## src/rtl/lcd_raster_pkg.sv

```systemverilog
package lcd_raster_pkg;

    // timing word field widths
    localparam int PPL_W  = 6;
    localparam int HSW_W  = 8;
    localparam int HFP_W  = 8;
    localparam int HBP_W  = 8;
    localparam int LPP_W  = 10;
    localparam int VSW_W  = 6;
    localparam int VFP_W  = 8;
    localparam int VBP_W  = 8;

    // field positions inside the timing words
    localparam int HSW_LSB = 8;
    localparam int HFP_LSB = 16;
    localparam int HBP_LSB = 24;
    localparam int VSW_LSB = LPP_W;
    localparam int VFP_LSB = 16;
    localparam int VBP_LSB = 24;

    localparam int WORD_W  = 32;
    localparam int REG_AW  = 3;
    localparam int GRAIN   = 16;

    // counter widths large enough for the longest programmable line / frame
    localparam int HC_W = $clog2((2**PPL_W) * GRAIN + 2**HSW_W + 2**HFP_W + 2**HBP_W + 1);
    localparam int VC_W = $clog2(2**LPP_W + 2**VSW_W + 2**VFP_W + 2**VBP_W + 1);

    typedef enum logic [REG_AW-1:0] {
        A_HTIM = 3'd0,
        A_VTIM = 3'd1,
        A_CTRL = 3'd2,
        A_BASE = 3'd3,
        A_IEN  = 3'd4,
        A_ICLR = 3'd5
    } reg_addr_e;

    typedef struct packed {
        logic fall;
        logic inv_de;
        logic inv_v;
        logic inv_h;
        logic pwr;
        logic en;
    } ctrl_t;

    typedef struct packed {
        logic [HC_W-1:0] h_act;
        logic [HC_W-1:0] h_fp;
        logic [HC_W-1:0] h_sw;
        logic [HC_W-1:0] h_bp;
        logic [VC_W-1:0] v_act;
        logic [VC_W-1:0] v_fp;
        logic [VC_W-1:0] v_sw;
        logic [VC_W-1:0] v_bp;
    } timing_t;

    // Turn the encoded words into real segment lengths.
    function automatic timing_t decode_timing(input logic [WORD_W-1:0] ht,
                                              input logic [WORD_W-1:0] vt);
        timing_t t;
        t.h_act = HC_W'((32'(ht[PPL_W-1:0]) + 32'd1) * 32'(GRAIN));
        t.h_sw  = HC_W'(32'(ht[HSW_LSB +: HSW_W]) + 32'd1);
        t.h_fp  = HC_W'(32'(ht[HFP_LSB +: HFP_W]) + 32'd1);
        t.h_bp  = HC_W'(32'(ht[HBP_LSB +: HBP_W]) + 32'd1);
        t.v_act = VC_W'(32'(vt[LPP_W-1:0]) + 32'd1);
        t.v_sw  = VC_W'(32'(vt[VSW_LSB +: VSW_W]) + 32'd1);
        t.v_fp  = VC_W'(vt[VFP_LSB +: VFP_W]);
        t.v_bp  = VC_W'(vt[VBP_LSB +: VBP_W]);
        return t;
    endfunction

endpackage

```

## src/rtl/lcd_axis.sv

```systemverilog
// One raster axis: active, front porch, sync, back porch, then wrap.
module lcd_axis #(
    parameter int CW = 11
) (
    input  logic          clk,
    input  logic          rst_n,
    input  logic          run,
    input  logic          step,
    input  logic [CW-1:0] len_act,
    input  logic [CW-1:0] len_fp,
    input  logic [CW-1:0] len_sw,
    input  logic [CW-1:0] len_bp,
    output logic [CW-1:0] cnt_o,
    output logic          act_o,
    output logic          sync_o,
    output logic          last_o
);

    logic [CW-1:0] cnt_d, cnt_q;
    logic [CW-1:0] fp_end, sw_end, total_m1;

    always_comb begin
        fp_end   = len_act + len_fp;
        sw_end   = fp_end + len_sw;
        total_m1 = sw_end + len_bp - CW'(1);
        act_o    = cnt_q < len_act;
        sync_o   = (cnt_q >= fp_end) && (cnt_q < sw_end);
        last_o   = cnt_q == total_m1;
        cnt_d    = cnt_q;
        if (!run) begin
            cnt_d = '0;
        end else if (step) begin
            cnt_d = last_o ? '0 : cnt_q + CW'(1);
        end
    end

    always_ff @(posedge clk or negedge rst_n) begin
        if (!rst_n) begin
            cnt_q <= '0;
        end else begin
            cnt_q <= cnt_d;
        end
    end

    assign cnt_o = cnt_q;


    cnt_range_chk: assert property (@(posedge clk) disable iff (!rst_n)
        run |-> (cnt_q <= total_m1));


    wrap_zero_chk: assert property (@(posedge clk) disable iff (!rst_n)
        (run && step && last_o) |=> (cnt_q == '0));

endmodule

```

## src/rtl/lcd_cfg_regs.sv

```systemverilog
// Register file: timing words, control, buffered base address, update status.
module lcd_cfg_regs
    import lcd_raster_pkg::*;
(
    input  logic              clk,
    input  logic              rst_n,
    input  logic              wr_en,
    input  logic [REG_AW-1:0] wr_addr,
    input  logic [WORD_W-1:0] wr_data,
    input  logic              frame_wrap,
    output logic [WORD_W-1:0] htim_o,
    output logic [WORD_W-1:0] vtim_o,
    output ctrl_t             ctrl_o,
    output logic [WORD_W-1:0] base_o,
    output logic              raw_o,
    output logic              irq_o,
    output logic              pwr_o
);

    typedef struct packed {
        logic [WORD_W-1:0] htim;
        logic [WORD_W-1:0] vtim;
        ctrl_t             ctrl;
        logic [WORD_W-1:0] pend;
        logic              pend_v;
        logic [WORD_W-1:0] base;
        logic              raw;
        logic              ien;
        logic              pwr;
    } st_t;

    st_t  s_d, s_q;
    logic apply;
    logic base_wr;

    always_comb begin
        s_d     = s_q;
        apply   = frame_wrap && s_q.pend_v;
        base_wr = wr_en && (wr_addr == A_BASE);
        if (wr_en) begin
            case (reg_addr_e'(wr_addr))
                A_HTIM: s_d.htim = wr_data;
                A_VTIM: s_d.vtim = wr_data;
                A_CTRL: s_d.ctrl = ctrl_t'(wr_data[$bits(ctrl_t)-1:0]);
                A_BASE: begin
                    s_d.pend   = {wr_data[WORD_W-1:2], 2'b00};
                    s_d.pend_v = 1'b1;
                end
                A_IEN:  s_d.ien = wr_data[0];
                A_ICLR: if (wr_data[0]) s_d.raw = 1'b0;
                default: ;
            endcase
        end
        // a frame boundary applies the older pending address; setting wins over clearing
        if (apply) begin
            s_d.base = s_q.pend;
            s_d.raw  = 1'b1;
            if (!base_wr) begin
                s_d.pend_v = 1'b0;
            end
        end
        s_d.pwr = s_d.ctrl.pwr & s_d.ctrl.en;
    end

    always_ff @(posedge clk or negedge rst_n) begin
        if (!rst_n) begin
            s_q <= '0;
        end else begin
            s_q <= s_d;
        end
    end

    assign htim_o = s_q.htim;
    assign vtim_o = s_q.vtim;
    assign ctrl_o = s_q.ctrl;
    assign base_o = s_q.base;
    assign raw_o  = s_q.raw;
    assign irq_o  = s_q.raw & s_q.ien;
    assign pwr_o  = s_q.pwr;


    base_hold_chk: assert property (@(posedge clk) disable iff (!rst_n)
        !apply |=> $stable(s_q.base));


    base_align_chk: assert property (@(posedge clk) disable iff (!rst_n)
        s_q.base[1:0] == 2'b00);


    status_set_chk: assert property (@(posedge clk) disable iff (!rst_n)
        apply |=> s_q.raw);


    pwr_needs_en_chk: assert property (@(posedge clk) disable iff (!rst_n)
        s_q.pwr |-> s_q.ctrl.en);

endmodule

```

## src/rtl/lcd_raster_gen.sv

```systemverilog
module lcd_raster_gen
    import lcd_raster_pkg::*;
(
    input  logic              clk,
    input  logic              rst_n,
    input  logic              wr_en,
    input  logic [REG_AW-1:0] wr_addr,
    input  logic [WORD_W-1:0] wr_data,
    output logic              hsync_o,
    output logic              vsync_o,
    output logic              de_o,
    output logic [HC_W-1:0]   pix_x_o,
    output logic [VC_W-1:0]   line_y_o,
    output logic              eof_o,
    output logic              launch_fall_o,
    output logic              panel_pwr_o,
    output logic [WORD_W-1:0] base_addr_o,
    output logic              upd_raw_o,
    output logic              irq_o
);

    typedef struct packed {
        timing_t tm;
    } st_t;

    st_t s_d, s_q;

    logic [WORD_W-1:0] htim, vtim;
    ctrl_t             ctrl;
    logic              frame_wrap;
    logic [HC_W-1:0]   h_cnt;
    logic [VC_W-1:0]   v_cnt;
    logic              h_act, h_sync, h_last;
    logic              v_act, v_sync, v_last;
    logic              de_raw;

    lcd_cfg_regs u_regs (
        .clk        (clk),
        .rst_n      (rst_n),
        .wr_en      (wr_en),
        .wr_addr    (wr_addr),
        .wr_data    (wr_data),
        .frame_wrap (frame_wrap),
        .htim_o     (htim),
        .vtim_o     (vtim),
        .ctrl_o     (ctrl),
        .base_o     (base_addr_o),
        .raw_o      (upd_raw_o),
        .irq_o      (irq_o),
        .pwr_o      (panel_pwr_o)
    );

    lcd_axis #(.CW(HC_W)) u_h (
        .clk     (clk),
        .rst_n   (rst_n),
        .run     (ctrl.en),
        .step    (1'b1),
        .len_act (s_q.tm.h_act),
        .len_fp  (s_q.tm.h_fp),
        .len_sw  (s_q.tm.h_sw),
        .len_bp  (s_q.tm.h_bp),
        .cnt_o   (h_cnt),
        .act_o   (h_act),
        .sync_o  (h_sync),
        .last_o  (h_last)
    );

    lcd_axis #(.CW(VC_W)) u_v (
        .clk     (clk),
        .rst_n   (rst_n),
        .run     (ctrl.en),
        .step    (h_last),
        .len_act (s_q.tm.v_act),
        .len_fp  (s_q.tm.v_fp),
        .len_sw  (s_q.tm.v_sw),
        .len_bp  (s_q.tm.v_bp),
        .cnt_o   (v_cnt),
        .act_o   (v_act),
        .sync_o  (v_sync),
        .last_o  (v_last)
    );

    // shadow timing: tracks the words while idle, reloads only at frame end
    always_comb begin
        s_d        = s_q;
        frame_wrap = ctrl.en && h_last && v_last;
        if (!ctrl.en || frame_wrap) begin
            s_d.tm = decode_timing(htim, vtim);
        end
    end

    always_ff @(posedge clk or negedge rst_n) begin
        if (!rst_n) begin
            s_q <= '0;
        end else begin
            s_q <= s_d;
        end
    end

    always_comb begin
        de_raw        = ctrl.en && h_act && v_act;
        de_o          = ctrl.inv_de ^ de_raw;
        hsync_o       = ctrl.inv_h ^ (ctrl.en && h_sync);
        vsync_o       = ctrl.inv_v ^ (ctrl.en && v_sync);
        pix_x_o       = de_raw ? h_cnt : '0;
        line_y_o      = (ctrl.en && v_act) ? v_cnt : '0;
        eof_o         = frame_wrap;
        launch_fall_o = ctrl.fall;
    end


    eof_single_chk: assert property (@(posedge clk) disable iff (!rst_n)
        eof_o |=> !eof_o);


    stop_clears_chk: assert property (@(posedge clk) disable iff (!rst_n)
        $fell(ctrl.en) |=> (h_cnt == '0 && v_cnt == '0));


    line_steady_chk: assert property (@(posedge clk) disable iff (!rst_n)
        (ctrl.en && !h_last) |=> $stable(v_cnt));


    shadow_steady_chk: assert property (@(posedge clk) disable iff (!rst_n)
        (ctrl.en && !(h_last && v_last)) |=> $stable(s_q.tm));

endmodule

```

## config.mk

```make
export PLATFORM = sky130hd
export DESIGN_NAME = lcd_raster_gen
export DESIGN_NICKNAME = d
export VERILOG_FILES = /design/src/rtl/lcd_raster_pkg.sv /design/src/rtl/lcd_axis.sv /design/src/rtl/lcd_cfg_regs.sv /design/src/rtl/lcd_raster_gen.sv
export SDC_FILE = /design/constraint.sdc
export NUM_CORES = 1
export LEC_CHECK = 0
export ABC_AREA = 1
export BUFFER_PORTS_ARGS = -buffer_cell sky130_fd_sc_hd__buf_2
export CAP_MARGIN = 20
export CORE_ASPECT_RATIO = 0.8
export CORE_MARGIN = 5
export CORE_UTILIZATION = 56
export CTS_CLUSTER_DIAMETER = 40
export DETAILED_ROUTE_END_ITERATION = 8
export GPL_TIMING_DRIVEN = 0
export PLACE_DENSITY_LB_ADDON = 0.08
export REMOVE_ABC_BUFFERS = 1
export SLEW_MARGIN = 20
export SYNTH_ARGS = -nofsm -noshare
export SYNTH_HDL_FRONTEND = slang
export SYNTH_SLANG_ARGS = --single-unit
```

## constraint.sdc

```tcl
create_clock -name clk -period 4.89 [get_ports clk]
set_input_delay 0.978 -clock clk [delete_from_list [all_inputs] [get_ports clk]]
set_output_delay 0.978 -clock clk [all_outputs]
set_load 0.05 [all_outputs]
```

* Yosys cells after proc, flatten, opt, wreduce, memory -nomap -nowiden
Index checks and enable logic that the tools add are counted.
Storage, ports and cells: register bits 234, bits of input ports 38, output and inout bits 62, logic and storage cells 98
Operators by class: $add $sub $neg 16, $lt $le $gt $ge 6, equal/unequal tests 8, multiplexer cells 16, bitwise gates (word level) 5, reductions and logical operators 23
Operators by type and width (number):
- $mux 11 | 7
- $add 11x11->11 | 4
- $lt 11x11->1 | 4
- $mux 35 | 1
- $mux 34 | 1
- $mux 33 | 1
- $add 8x1->9 const B | 3
- $add 11x1->11 const B | 2
- $add 11x8->11 | 2
- $eq 11x11->1 | 2
- $ge 11x11->1 | 2
- $sub 11x1->11 const B | 2
- $add 6x1->7 const B | 2
- $add 10x1->11 const B | 1
- $logic_and 1x1->1 | 11
- $reduce_and 2->1 | 5
- $eq 3x2->1 const B | 2
- $eq 3x3->1 const B | 2
- $reduce_bool 2->1 | 3
- $mux 1 | 4
- $mux 2 | 2
- $eq 3x1->1 const B | 1
- $logic_not 3->1 | 1
- $reduce_and 3->1 | 1
- other kinds (5) | 8

* Depth between registers and ports, before layout
word-level depth 10, mapped depth 37, mapped depth without buffers 35

* Modules after synthesis
Synthesis repeated with hierarchy kept, for this count alone.
Unflattened totals: cell total of the unflattened synthesis 2005, area, all modules 15748.9 um2
Modules (own cells, without submodules):
- lcd_cfg_regs | times used 1, cells an instance 617, area an instance 5998.3 um2, seq. area each 3353.2 um2
- lcd_raster_gen | times used 1, cells an instance 472, area an instance 3543.4 um2, seq. area each 1701.6 um2
- lcd_axis at u_h | times used 1, cells an instance 457, area an instance 3105.5 um2, seq. area each 275.3 um2
- lcd_axis at u_v | times used 1, cells an instance 459, area an instance 3101.7 um2, seq. area each 275.3 um2

* Worst setup path before layout
Ideal clock, no wire load.
kind register to output, start reg s_q[33] (netlist name), end out eof_o, arrival 4.525 ns, required time 3.912 ns, setup slack -0.613 ns, cell stages (with the launch flop) 29, buffers on the path 1, path through dfrtp_1 > ha_1 > inv_1 > fa_1 > nand3b_1 > nand2_1 > xor2_1 > ha_1 > a21o_1 > a21oi_1 > xor2_1 > inv_1 > or2_2 > nand2_1 > ha_1 > inv_1 > o21bai_1 > nor2_1 > nand2_1 > nand2_1 > nand2_1 > nand2_1 > nand3_1 > nor2_1 > nand3b_1 > nor2_1 > nand3_4 > buf_2 > inv_1
On the way: longest elaborated chain between the ends 6
Ends and longest elaborated chain:
- start: declaration | RTL line lcd_raster_gen.sv:26 | st_t s_d, s_q;
- start signal: assignment | RTL line lcd_raster_gen.sv:94 | s_q <= '0;
- start signal: assignment | RTL line lcd_raster_gen.sv:96 | s_q <= s_d;
- $add 11x8->11 | RTL line lcd_axis.sv:23 | fp_end = len_act + len_fp;
- $add 11x11->11 | RTL line lcd_axis.sv:24 | sw_end = fp_end + len_sw;
- $add 11x8->11 | RTL line lcd_axis.sv:25 | total_m1 = sw_end + len_bp - CW'(1);
- $sub 11x1->11 | RTL line lcd_axis.sv:25
- $eq 11x11->1 | RTL line lcd_axis.sv:28 | last_o = cnt_q == total_m1;
- $logic_and 1x1->1 | RTL line lcd_raster_gen.sv:86 | frame_wrap = ctrl.en && h_last && v_last;
- end: declaration | RTL line lcd_raster_gen.sv:14 | output logic eof_o,
No other way between the ends.

* Final worst setup path
start reg s_q[22] (netlist name), end out eof_o
Same word-level chain as after synthesis.

==> flow_summary.yaml <==
cells_and_area:
  final_common_cell: "nand2_1"
  layout_common_cells: "nand2_1 (517), inv_1 (237), dfrtp_1 (219)"
  syn_to_final_growth_pct: 20.6
  fillCellCount: 2088
  n_antenna_cell: 0
  layout-drive-gt1-share_pct: 16.9
  final_nets: 2148
grt:
  grt_max_degree: 70
  antenna_found_initial: 0
  grt_pass1_vias: 12298
  grt_use_total_pct: 27.8
  grt_overflow: 0
  grt_pass1_wl_um: 65100
clock_tree:
  hold_buffers: 0
  cts_buffers: 30
  cts_tree: "done"
  cts_max_level: 1
  clock-root-buffer: "clkbuf_16"
  clkTransAtPathRegs_ns: 0.06
  cts.path.max_buffers: 3
  cts.sink_count: 222
  clkLatencyLatePin_ns: 0.59
routing:
  route.detailed.drc: 0
  viasPerCell: 5.48
  num_vias: 12753
  routed_wl_um: 40900
  first_pass_iters: 6
  drtAntennaViolNets: 0
  wire_per_inst_um: 17.6
  first_iter_violations: 986
critical_path:
  max_stage_delay_ns: 0.39
  worst_ep_arrival_time_ns: 5.03
  reg2reg_depth: 33
  start_kind: "register"
  crit_top_cell: "nand2_1"
  critPathSlowestCell: "dfrtp_1"
  r2r_end: "s_q[43]"
  timing.rr.start: "s_q[22]"
  r2r_setup_slack_ns: -0.27
  crit_fanout: 4
  cp-end-kind: "primary output"
  path_class: "reg -> out"
  critPathRequiredTime_ns: 3.91
place:
  dp_hpwl_um: 26900
  gp_congestion: 0.922
  place.port_buffers: 97
yosys:
  synth_edf_count: 0
  ys.flop_type: "dfrtp_1"
  yosys_warnings: 0
  yosys_register_bits: 222
  syn_avg_cell_area_um2: 7.64
  synthesis.area_mm2: 0.0143
  syn_inst: 1868
  async_reset_ff_share_pct: 100
  synth-seq-area-share_pct: 38.9
  synth_cell_types: 46
timing:
  relSlewSlack_pct: 45.8
  fin_crit_sh_pct: 123
  rsz0062_at_grt: "true"
  finalClockSkew_ns: 0.0557
  setup_viol: 103
  fin_ws_ns: -1.12
  slew_viol_final: 0
  max_freq_ghz: 0.167
  hold_viol: 0
  finalCriticalPeriod_ns: 6.01
  hold_ws_ns: 0.312
  worstMarginPinSlew_ns: 0.811
floorplan:
  die_w_um: 188
  initial_core_util_pct: 56.7
  die_height_um: 153
  core_mm2: 0.0252
  die_area_mm2: 0.0288
  pin_count: 100
  rows: 52
job:
  drv_cap: 0
run_status:
  outcome: "complete, but fails checks"
  failed_checks: "setup timing"
hold_path:
  hold_class: "in -> async"
[per-layer routing]
metal	GRT usage, %	share of wire [%]
met1	41.8	47
met2	41.6	43
met3	5.11	7.4
met4	7.18	2.8
met5	0	0
[worst max path at each step]
stage / from / cells after the start / to
after global placement: s_q[33] / 34 / u_regs.base_o[10]
after floorplan: s_q[33] / 27 / eof_o
after global routing: s_q[22] / 32 / eof_o
after CTS: s_q[22] / 32 / eof_o
final: s_q[22] / 28 / eof_o
after detailed placement: s_q[33] / 33 / eof_o
[stage by stage]
step	util [%]	TNS, ns	std cells	setup WS, ns	area (um^2)
after global placement	58.3	-411.43	2204	-1.90	14700
final	68.4	-18.59	2327	-1.12	17200
after detailed placement	59.3	-131.05	2214	-1.89	14900
after floorplan	-	-27.17	1783	-0.956	13800
after global routing	68.4	-58.07	2327	-1.45	17200
after CTS	67.6	-78.92	2325	-1.18	17000
[critical path: cells and delay by family, from the launching register on]
kind	cells	cell delay (ns)
AO/OA/AOI/OAI	2	0.32
XOR/XNOR	2	0.39
adder cells (fa/ha/maj)	4	1.02
buffers and inverters	4	0.35
flip-flops	1	0.39
AND/OR/NAND/NOR	16	1.96
[logic make-up (layout without fill, tap and decap cells)]
logic type	Yosys count	count (layout)	synth area share [%]
AOI/OAI and AO/OA	200	200	7.56
other	1	2	0.0263
DFF	222	222	38.9
and+or+nand+nor	896	907	26.6
adders and majority gates	130	130	11.7
buffers and inverters	334	457	9.94
xor gates and xnor gates	85	85	5.22
[sequential cells by signal, indices dropped and copies added (netlist names)]
register	cells
s_q	68
u_regs.s_q	32
u_regs.vtim_o	32
u_regs.base_o	30
u_regs.htim_o	30
u_h.cnt_o	11
u_v.cnt_o	11
u_regs.ctrl_o	6
u_regs.pwr_o	1
u_regs.raw_o	1
[cell usage after synthesis (3+ instances only)]
library cell / count / area share [%]
a21oi_1: 50 / 1.8
a31oi_1: 5 / 0.22
buf_2: 12 / 0.42
buf_4: 32 / 1.7
clkbuf_1: 39 / 1.0
dfrtp_1: 222 / 39
fa_1: 6 / 0.84
ha_1: 124 / 11
inv_1: 246 / 6.5
nand2_1: 550 / 14
nand2_2: 5 / 0.22
nand3_1: 187 / 6.6
nand3b_1: 7 / 0.37
nand4_1: 22 / 0.96
nor2_1: 85 / 2.2
nor3_1: 21 / 0.74
nor3b_1: 6 / 0.32
nor4_1: 4 / 0.18
o211ai_1: 3 / 0.16
o21ai_0: 114 / 4.0
o21bai_1: 5 / 0.26
o22ai_1: 9 / 0.39
or2_2: 3 / 0.13
xnor2_1: 19 / 1.2
xor2_1: 66 / 4.1
[final cells by class]
type | instances | area (um^2) | share of cell area (%)
clock inverter | 19 | 273 | 1.58
inverter | 248 | 931 | 5.41
timing repair buffer | 154 | 1220 | 7.09
clock buffer | 36 | 783 | 4.55
sequential | 222 | 5560 | 32.3
tap | 324 | 405 | 2.36
multi-input combinational | 1324 | 8040 | 46.7
[repair_timing]
item / 4_1_cts / 5_1_grt
endpoints found under the setup margin: 122 / 124
hold endpoints to repair: 0 / 0
gates resized for setup: 120 / 48
pin swaps: 53 / 31
cloned: 9 / 4
buffers inserted: 47 / 8
Power is not shown: default switching activity piles up to over one toggle a cycle in this logic, so the estimate is an artifact.
